File: config.mk
export PLATFORM = sky130hd
export DESIGN_NAME = pm_power_ctrl
export DESIGN_NICKNAME = d
export VERILOG_FILES = /design/src/rtl/pm_pkg.sv /design/src/rtl/pm_delay.sv /design/src/rtl/pm_frame_dp.sv /design/src/rtl/pm_ctrl.sv /design/src/rtl/pm_power_ctrl.sv
export SDC_FILE = /design/constraint.sdc
export NUM_CORES = 1
export LEC_CHECK = 0
export BUFFER_PORTS_ARGS = -buffer_cell sky130_fd_sc_hd__buf_2
export CAP_MARGIN = 25
export CORE_UTILIZATION = 65
export DETAILED_ROUTE_END_ITERATION = 10
export GPL_ROUTABILITY_DRIVEN = 0
export GPL_TIMING_DRIVEN = 0
export MAX_ROUTING_LAYER = met4
export PLACE_DENSITY = 0.92
export SYNTH_ARGS = -nofsm -noshare
export SYNTH_HDL_FRONTEND = slang
export SYNTH_HIERARCHICAL = 1
export SYNTH_SLANG_ARGS = --single-unit
export TNS_END_PERCENT = 1
File: constraint.sdc
create_clock -name clk -period 3.6 [get_ports clk]
set_input_delay 0.54 -clock clk [delete_from_list [all_inputs] [get_ports clk]]
set_output_delay 0.54 -clock clk [all_outputs]
set_load 0.005 [all_outputs]
File: src/rtl/pm_pkg.sv
package pm_pkg;
  localparam int OP_W = 8;

  typedef enum logic [1:0] {
    PS_STANDBY  = 2'b00,
    PS_ENTERING = 2'b01,
    PS_DEEP     = 2'b10,
    PS_WAKING   = 2'b11
  } pwr_state_e;

  localparam logic [OP_W-1:0] OP_DPD    = 8'hB9;
  localparam logic [OP_W-1:0] OP_RESUME = 8'hAB;
  localparam logic [OP_W-1:0] OP_STATUS = 8'h05;

  // datapath -> control: what the frame looked like when chip select rose
  typedef struct packed {
    logic            frameEnd;
    logic            aligned;
    logic [OP_W-1:0] opcode;
  } frame_info_t;

  // control -> datapath strobes
  typedef struct packed {
    logic soAllow;
  } dp_ctl_t;
endpackage

File: src/rtl/pm_delay.sv
module pm_delay #(
  parameter int CYC = 3
) (
  input  logic clk,
  input  logic rstN,
  input  logic start,
  output logic expired
);
  localparam int W = (CYC > 1) ? $clog2(CYC) : 1;
  localparam logic [W-1:0] LOAD = W'(CYC - 1);

  logic [W-1:0] cnt;

  always_ff @(posedge clk or negedge rstN) begin
    if (!rstN)            cnt <= '0;
    else if (start)       cnt <= LOAD;
    else if (cnt != '0)   cnt <= cnt - 1'b1;
  end

  assign expired = (cnt == '0);
endmodule

File: src/rtl/pm_frame_dp.sv
module pm_frame_dp
  import pm_pkg::*;
#(
  parameter int SYNC_STAGES = 2
) (
  input  logic        clk,
  input  logic        rstN,
  input  logic        csN,
  input  logic        sck,
  input  logic        si,
  input  dp_ctl_t     ctl,
  output frame_info_t info,
  output logic        soOe
);
  localparam int IDX_W = $clog2(OP_W);
  localparam logic [IDX_W-1:0] LAST_IDX = IDX_W'(OP_W - 1);

  // bit 2: chip select, bit 1: serial clock, bit 0: data
  logic [2:0] rawIn;
  logic [2:0] syncOut;
  assign rawIn = {csN, sck, si};

  logic [SYNC_STAGES-1:0][2:0] syncQ;

  generate
    if (SYNC_STAGES == 1) begin : gSyncOne
      always_ff @(posedge clk or negedge rstN) begin
        if (!rstN) syncQ <= 3'b100;
        else       syncQ <= rawIn;
      end
    end else begin : gSyncChain
      always_ff @(posedge clk or negedge rstN) begin
        if (!rstN) syncQ <= {SYNC_STAGES{3'b100}};
        else       syncQ <= {syncQ[SYNC_STAGES-2:0], rawIn};
      end
    end
  endgenerate

  assign syncOut = syncQ[SYNC_STAGES-1];

  logic csS, sckS, siS;
  assign csS  = syncOut[2];
  assign sckS = syncOut[1];
  assign siS  = syncOut[0];

  logic csPrev, sckPrev;
  always_ff @(posedge clk or negedge rstN) begin
    if (!rstN) begin
      csPrev  <= 1'b1;
      sckPrev <= 1'b0;
    end else begin
      csPrev  <= csS;
      sckPrev <= sckS;
    end
  end

  logic csRise, sckRise;
  assign csRise  = csS & ~csPrev;
  assign sckRise = sckS & ~sckPrev & ~csS;

  logic [OP_W-1:0]  shiftReg;
  logic [OP_W-1:0]  opcodeReg;
  logic [IDX_W-1:0] bitIdx;
  logic             opcodeSeen;
  logic [OP_W-1:0]  shiftNext;

  assign shiftNext = {shiftReg[OP_W-2:0], siS};

  always_ff @(posedge clk or negedge rstN) begin
    if (!rstN) begin
      shiftReg   <= '0;
      opcodeReg  <= '0;
      bitIdx     <= '0;
      opcodeSeen <= 1'b0;
    end else if (csS) begin
      // frame idle or just ended: next frame starts at bit 0
      shiftReg   <= '0;
      opcodeReg  <= '0;
      bitIdx     <= '0;
      opcodeSeen <= 1'b0;
    end else if (sckRise) begin
      shiftReg <= shiftNext;
      bitIdx   <= bitIdx + 1'b1;
      if (!opcodeSeen && bitIdx == LAST_IDX) begin
        opcodeReg  <= shiftNext;
        opcodeSeen <= 1'b1;
      end
    end
  end

  assign info.frameEnd = csRise;
  assign info.aligned  = opcodeSeen & (bitIdx == '0);
  assign info.opcode   = opcodeReg;

  always_ff @(posedge clk or negedge rstN) begin
    if (!rstN) soOe <= 1'b0;
    else       soOe <= ctl.soAllow & ~csS & opcodeSeen & (opcodeReg == OP_STATUS);
  end
endmodule

File: src/rtl/pm_ctrl.sv
module pm_ctrl
  import pm_pkg::*;
(
  input  logic            clk,
  input  logic            rstN,
  input  frame_info_t     info,
  input  logic            busy,
  input  logic            entryDone,
  input  logic            wakeDone,
  output logic            startEntry,
  output logic            startWake,
  output dp_ctl_t         ctl,
  output pwr_state_e      state,
  output logic            cmdValid,
  output logic [OP_W-1:0] cmdCode
);
  pwr_state_e stateNext;
  logic       frameOk;
  logic       commit;

  assign frameOk = info.frameEnd & info.aligned;

  always_comb begin
    stateNext  = state;
    commit     = 1'b0;
    startEntry = 1'b0;
    startWake  = 1'b0;
    case (state)
      PS_STANDBY: begin
        if (frameOk) begin
          if (info.opcode == OP_DPD) begin
            if (!busy) begin
              commit     = 1'b1;
              startEntry = 1'b1;
              stateNext  = PS_ENTERING;
            end
          end else begin
            commit = 1'b1;
          end
        end
      end
      PS_ENTERING: begin
        if (entryDone) stateNext = PS_DEEP;
      end
      PS_DEEP: begin
        if (frameOk && info.opcode == OP_RESUME) begin
          commit    = 1'b1;
          startWake = 1'b1;
          stateNext = PS_WAKING;
        end
      end
      PS_WAKING: begin
        if (wakeDone) stateNext = PS_STANDBY;
      end
      default: stateNext = PS_STANDBY;
    endcase
  end

  assign ctl.soAllow = (state == PS_STANDBY);

  always_ff @(posedge clk or negedge rstN) begin
    if (!rstN) begin
      state    <= PS_STANDBY;
      cmdValid <= 1'b0;
      cmdCode  <= '0;
    end else begin
      state    <= stateNext;
      cmdValid <= commit;
      if (commit) cmdCode <= info.opcode;
    end
  end
endmodule

File: src/rtl/pm_power_ctrl.sv
module pm_power_ctrl
  import pm_pkg::*;
#(
  parameter int ENTRY_CYC   = 300,
  parameter int WAKE_CYC    = 3000,
  parameter int SYNC_STAGES = 2
) (
  input  logic       clk,
  input  logic       rstN,
  input  logic       csN,
  input  logic       sck,
  input  logic       si,
  input  logic       busy,
  output logic [1:0] pwrState,
  output logic       cmdValid,
  output logic [7:0] cmdCode,
  output logic       soOe
);
  frame_info_t info;
  dp_ctl_t     ctl;
  pwr_state_e  state;
  logic        startEntry, startWake, entryDone, wakeDone;

  pm_frame_dp #(.SYNC_STAGES(SYNC_STAGES)) u_dp (
    .clk(clk), .rstN(rstN), .csN(csN), .sck(sck), .si(si),
    .ctl(ctl), .info(info), .soOe(soOe)
  );

  pm_ctrl u_ctrl (
    .clk(clk), .rstN(rstN), .info(info), .busy(busy),
    .entryDone(entryDone), .wakeDone(wakeDone),
    .startEntry(startEntry), .startWake(startWake),
    .ctl(ctl), .state(state), .cmdValid(cmdValid), .cmdCode(cmdCode)
  );

  pm_delay #(.CYC(ENTRY_CYC)) u_entryDly (
    .clk(clk), .rstN(rstN), .start(startEntry), .expired(entryDone)
  );

  pm_delay #(.CYC(WAKE_CYC)) u_wakeDly (
    .clk(clk), .rstN(rstN), .start(startWake), .expired(wakeDone)
  );

  assign pwrState = state;
endmodule

==> summary.md <==
| Metric | Value |
|---|---|
| Synth unique cells | 46 |
| Share of cells above drive strength 1 | 0.203 |
| Startpoint types | flip-flop |
| Ys async rst share | 1.00 |
| Post-CTS setup buffers | 0 |
| Avg Cell Area, Syn | 11.5 µm² |
| Grt met2 use | 0.403 |
| Final WS setup | 0.693 ns |
| Number of global-route vias before repair | between 1500 and 2000 |
| Least-Margin Pin Slew | just under 1 ns |
| Worst Skew | between 0.006 and 0.007 ns |
| Largest net degree at the start of global routing | 37 |
| Worst EP arrival | a little over 3 ns |
| Clock network power share | 0.358 |
| PostCTS Resize Cnt | 0 |
| Row Count | 24 |
| CTS Sinks | 60 |
| Synth top area share | 0.484 |
| Global route hottest layer | met2 |
| Root buffer cell | clkbuf_8 |
| CTS Hold Bufs | 0 |
| Aggregate routed wire length | approximately 5400 µm |
| Setup TNS | 0 ns |
| Worst Hold Class | input pin to async pin |
| Comb pwr share | 0.195 |
| Main synth FF type | dfrtp_1 |
| Max Root-Sink Buffers | 2 |
| First-pass GRT wire length | about 9200 µm |
| Leak | roughly 1.6 nW |
| Psw | approximately 0.53 mW |
| Antenna-violating nets left | 0 |
| GRT overflow | 0 |
| Yosys top cell by area | dfrtp_1 |
| Outcome | finished clean |
| Fin crit share | 0.807 |
| Non-Filler Instances | 343 |
| YS warnings | 6 |
| Ports | 18 |
| Die extent in y | about 69 µm |
| Kind of critical path | flip-flop to flip-flop |
| Detail Placement HPWL | approximately 3700 µm |
| Max-slew headroom | 0.351 |
| H-tree depth | 3 |
| Final setup violation count | 0 |
| Syn_nets | approximately 270 |
| Initial antenna violation count | 0 |
| Routed len/inst | 15.6 µm |
| Routed vias/inst | ~5.8 |
| I/O Buffers | 17 |
| Sequential share of power | 0.447 |
| PD cells | 556 nW/µm² |
| Via count | 1982 |
| DP Worst Slack | between 0.7 and 0.8 ns |
| Cells after Synth | 257 |
| Total power | ~1.9 mW |
| Clock transition at path regs | around 0.070 ns |
| Drt pass-1 iters | 4 |
| Met3 global-route usage | 0.0669 |
| Top cells by area, synth | dfrtp_1, ha_1, mux2i_1 |
| Die footprint | ~4800 µm² |
| Final hold vios | 0 |
| Cells after DPL | between 300 and 400 |
| Met1 GRT Util | 0.319 |
| Internal Power | between 1 and 1.5 mW |
| Sw Ratio | 0.287 |
| Post-route minimum period | between 2 and 3 ns |
| F_max | around 340 MHz |
| Most frequent cells after synthesis | dfrtp_1, nand2_1, nor2_1, a21oi_1, inv_1 |
| Core area | about 4400 µm² |
| # Max-Cap Violations | 0 |
| Top-count cell post-synth | dfrtp_1 |
| Data required, critical path | roughly 3.8 ns |
| Post-Syn Area | just under 3000 µm² |
| Sequential fraction of the synthesis area | 0.511 |
| Post-synthesis register bit count | 60 |
| TritonCTS clock tree | built |
| Worst Path Max Fanout | 10 |
| 1st-iter DRT viols | between 100 and 150 |
| RSZ-0062 raised after global routing | false |
| N_diodes | 0 |
| DRC Markers | 0 |
| Design Area, Final | ~3300 µm² |
| Area growth, synth to finish | 13.4% |
| Initial Util | 0.676 |
| Clock buffer count from CTS | 9 |
| Worst Setup End Kind | flip-flop |
| Worst VDD drop | around 0.31 mV |
| All-layer global routing usage | 0.254 |
| Clk Latency, worst-skew pair | roughly 0.33 ns |
| Die W | about 69 µm |
| Placed cell area | 3120 µm² |
| Slew Limit Fails | 0 |
| Final #Nets | between 300 and 400 |
| Number of synthesized flops with an enable pin | 0 |
==> worst paths after layout <==
check	start	endpoint	slack (ns)	depth (start not counted)
min in group clk	csN	u_dp/syncQ[2]	0.30	1
setup / recovery	u_dp/syncOut[2]	u_entryDly/cnt[7]	0.69	8
hold / removal	rstN	u_ctrl/cmdCode[3]	0.30	1
setup reg to reg	u_dp/syncOut[2]	u_entryDly/cnt[7]	0.69	8
hold reg to reg	u_dp/syncQ[1]	u_dp/syncOut[1]	0.35	0
max in group asynchronous	rstN	u_dp/csPrev	2.63	2
==> state kept, by name, indices dropped and copies added, names as in the netlist <==
register         count
u_entryDly/cnt       9
u_wakeDly/cnt       12
u_dp/syncQ           3
u_dp/csPrev          1
u_ctrl/state         2
u_ctrl/cmdValid      1
u_dp/soOe            1
u_dp/syncOut         3
u_dp/opcodeSeen      1
u_dp/shiftReg        7
u_dp/opcodeReg       8
u_dp/bitIdx          3
u_ctrl/cmdCode       8
u_dp/sckPrev         1
==> power groups by stage <==
stage	clock network, mW	logic [mW]	registers (mW)
CTS	0.674	0.362	0.828
finish	0.664	0.362	0.830
floorplan	0	0.264	0.821
global placement	0	0.319	0.831
detailed placement	0	0.346	0.839
global route	0.708	0.398	0.840
==> cells in the final DEF (no fill, tap or decap), types with 4 or more instances in the layout <==
cell type   n
dfrtp_1    57
nand2_1    30
buf_2      19
nor2_1     18
inv_1      15
a21oi_1    15
mux2i_1    12
ha_1       11
clkbuf_8   10
mux2_4      8
nand2b_1    7
nor2b_1     7
or3_1       7
nor3_1      6
nor4_1      6
clkbuf_1    4
buf_6       4
o2111ai_1   4
==> layout make-up <==
type | instances | area, µm²
Clock buffer | 12 | 145
Sequential cell | 60 | 1510
Timing Repair Buffer | 18 | 113
Multi-Input combinational cell | 172 | 1300
Fill cell | 273 | 1010
Inverter | 15 | 56.3
Tap cell | 52 | 65.1
Clock inverter | 4 | 72.6
Buffer | 10 | 78.8
==> worst max-delay path, cell delays in order (launching register included) <==
cell and delay [ns]:
dfstp_2 0.55, clkbuf_1 0.37, nor2b_1 0.21, buf_4 0.14, nand3_1 0.10, nor4_1 0.81
inv_1 0.26, o311ai_0 0.17, o41ai_1 0.14
==> kinds of logic (layout without fill, tap and decap cells) <==
family                   Yosys count  in the layout  share of synthesized area
AND/OR/NAND/NOR                  100            100                      0.206
flip-flops                        60             60                      0.511
AO/OA/AOI/OAI                     32             32                     0.0786
buffers and inverters             25             59                     0.0459
multiplexers                      24             24                     0.0969
adder cells (fa/ha/maj)           11             11                     0.0467
XOR/XNOR                           5              5                     0.0149
==> through the flow <==
step                      hold slack, ns   util
after global routing               0.287  0.767
after detailed placement           0.337  0.717
after global placement             0.332  0.711
after floorplan                    0.244      -
after CTS                          0.290  0.767
final                              0.303  0.767
==> metal layers <==
layer / part of all wire / vias to the layer above
met5: 0 / -
met2: 0.50 / 40
met3: 0.034 / 9
li1: - / 957
met1: 0.45 / 976
met4: 0.015 / 0
Power figures use the tool's default switching activity.
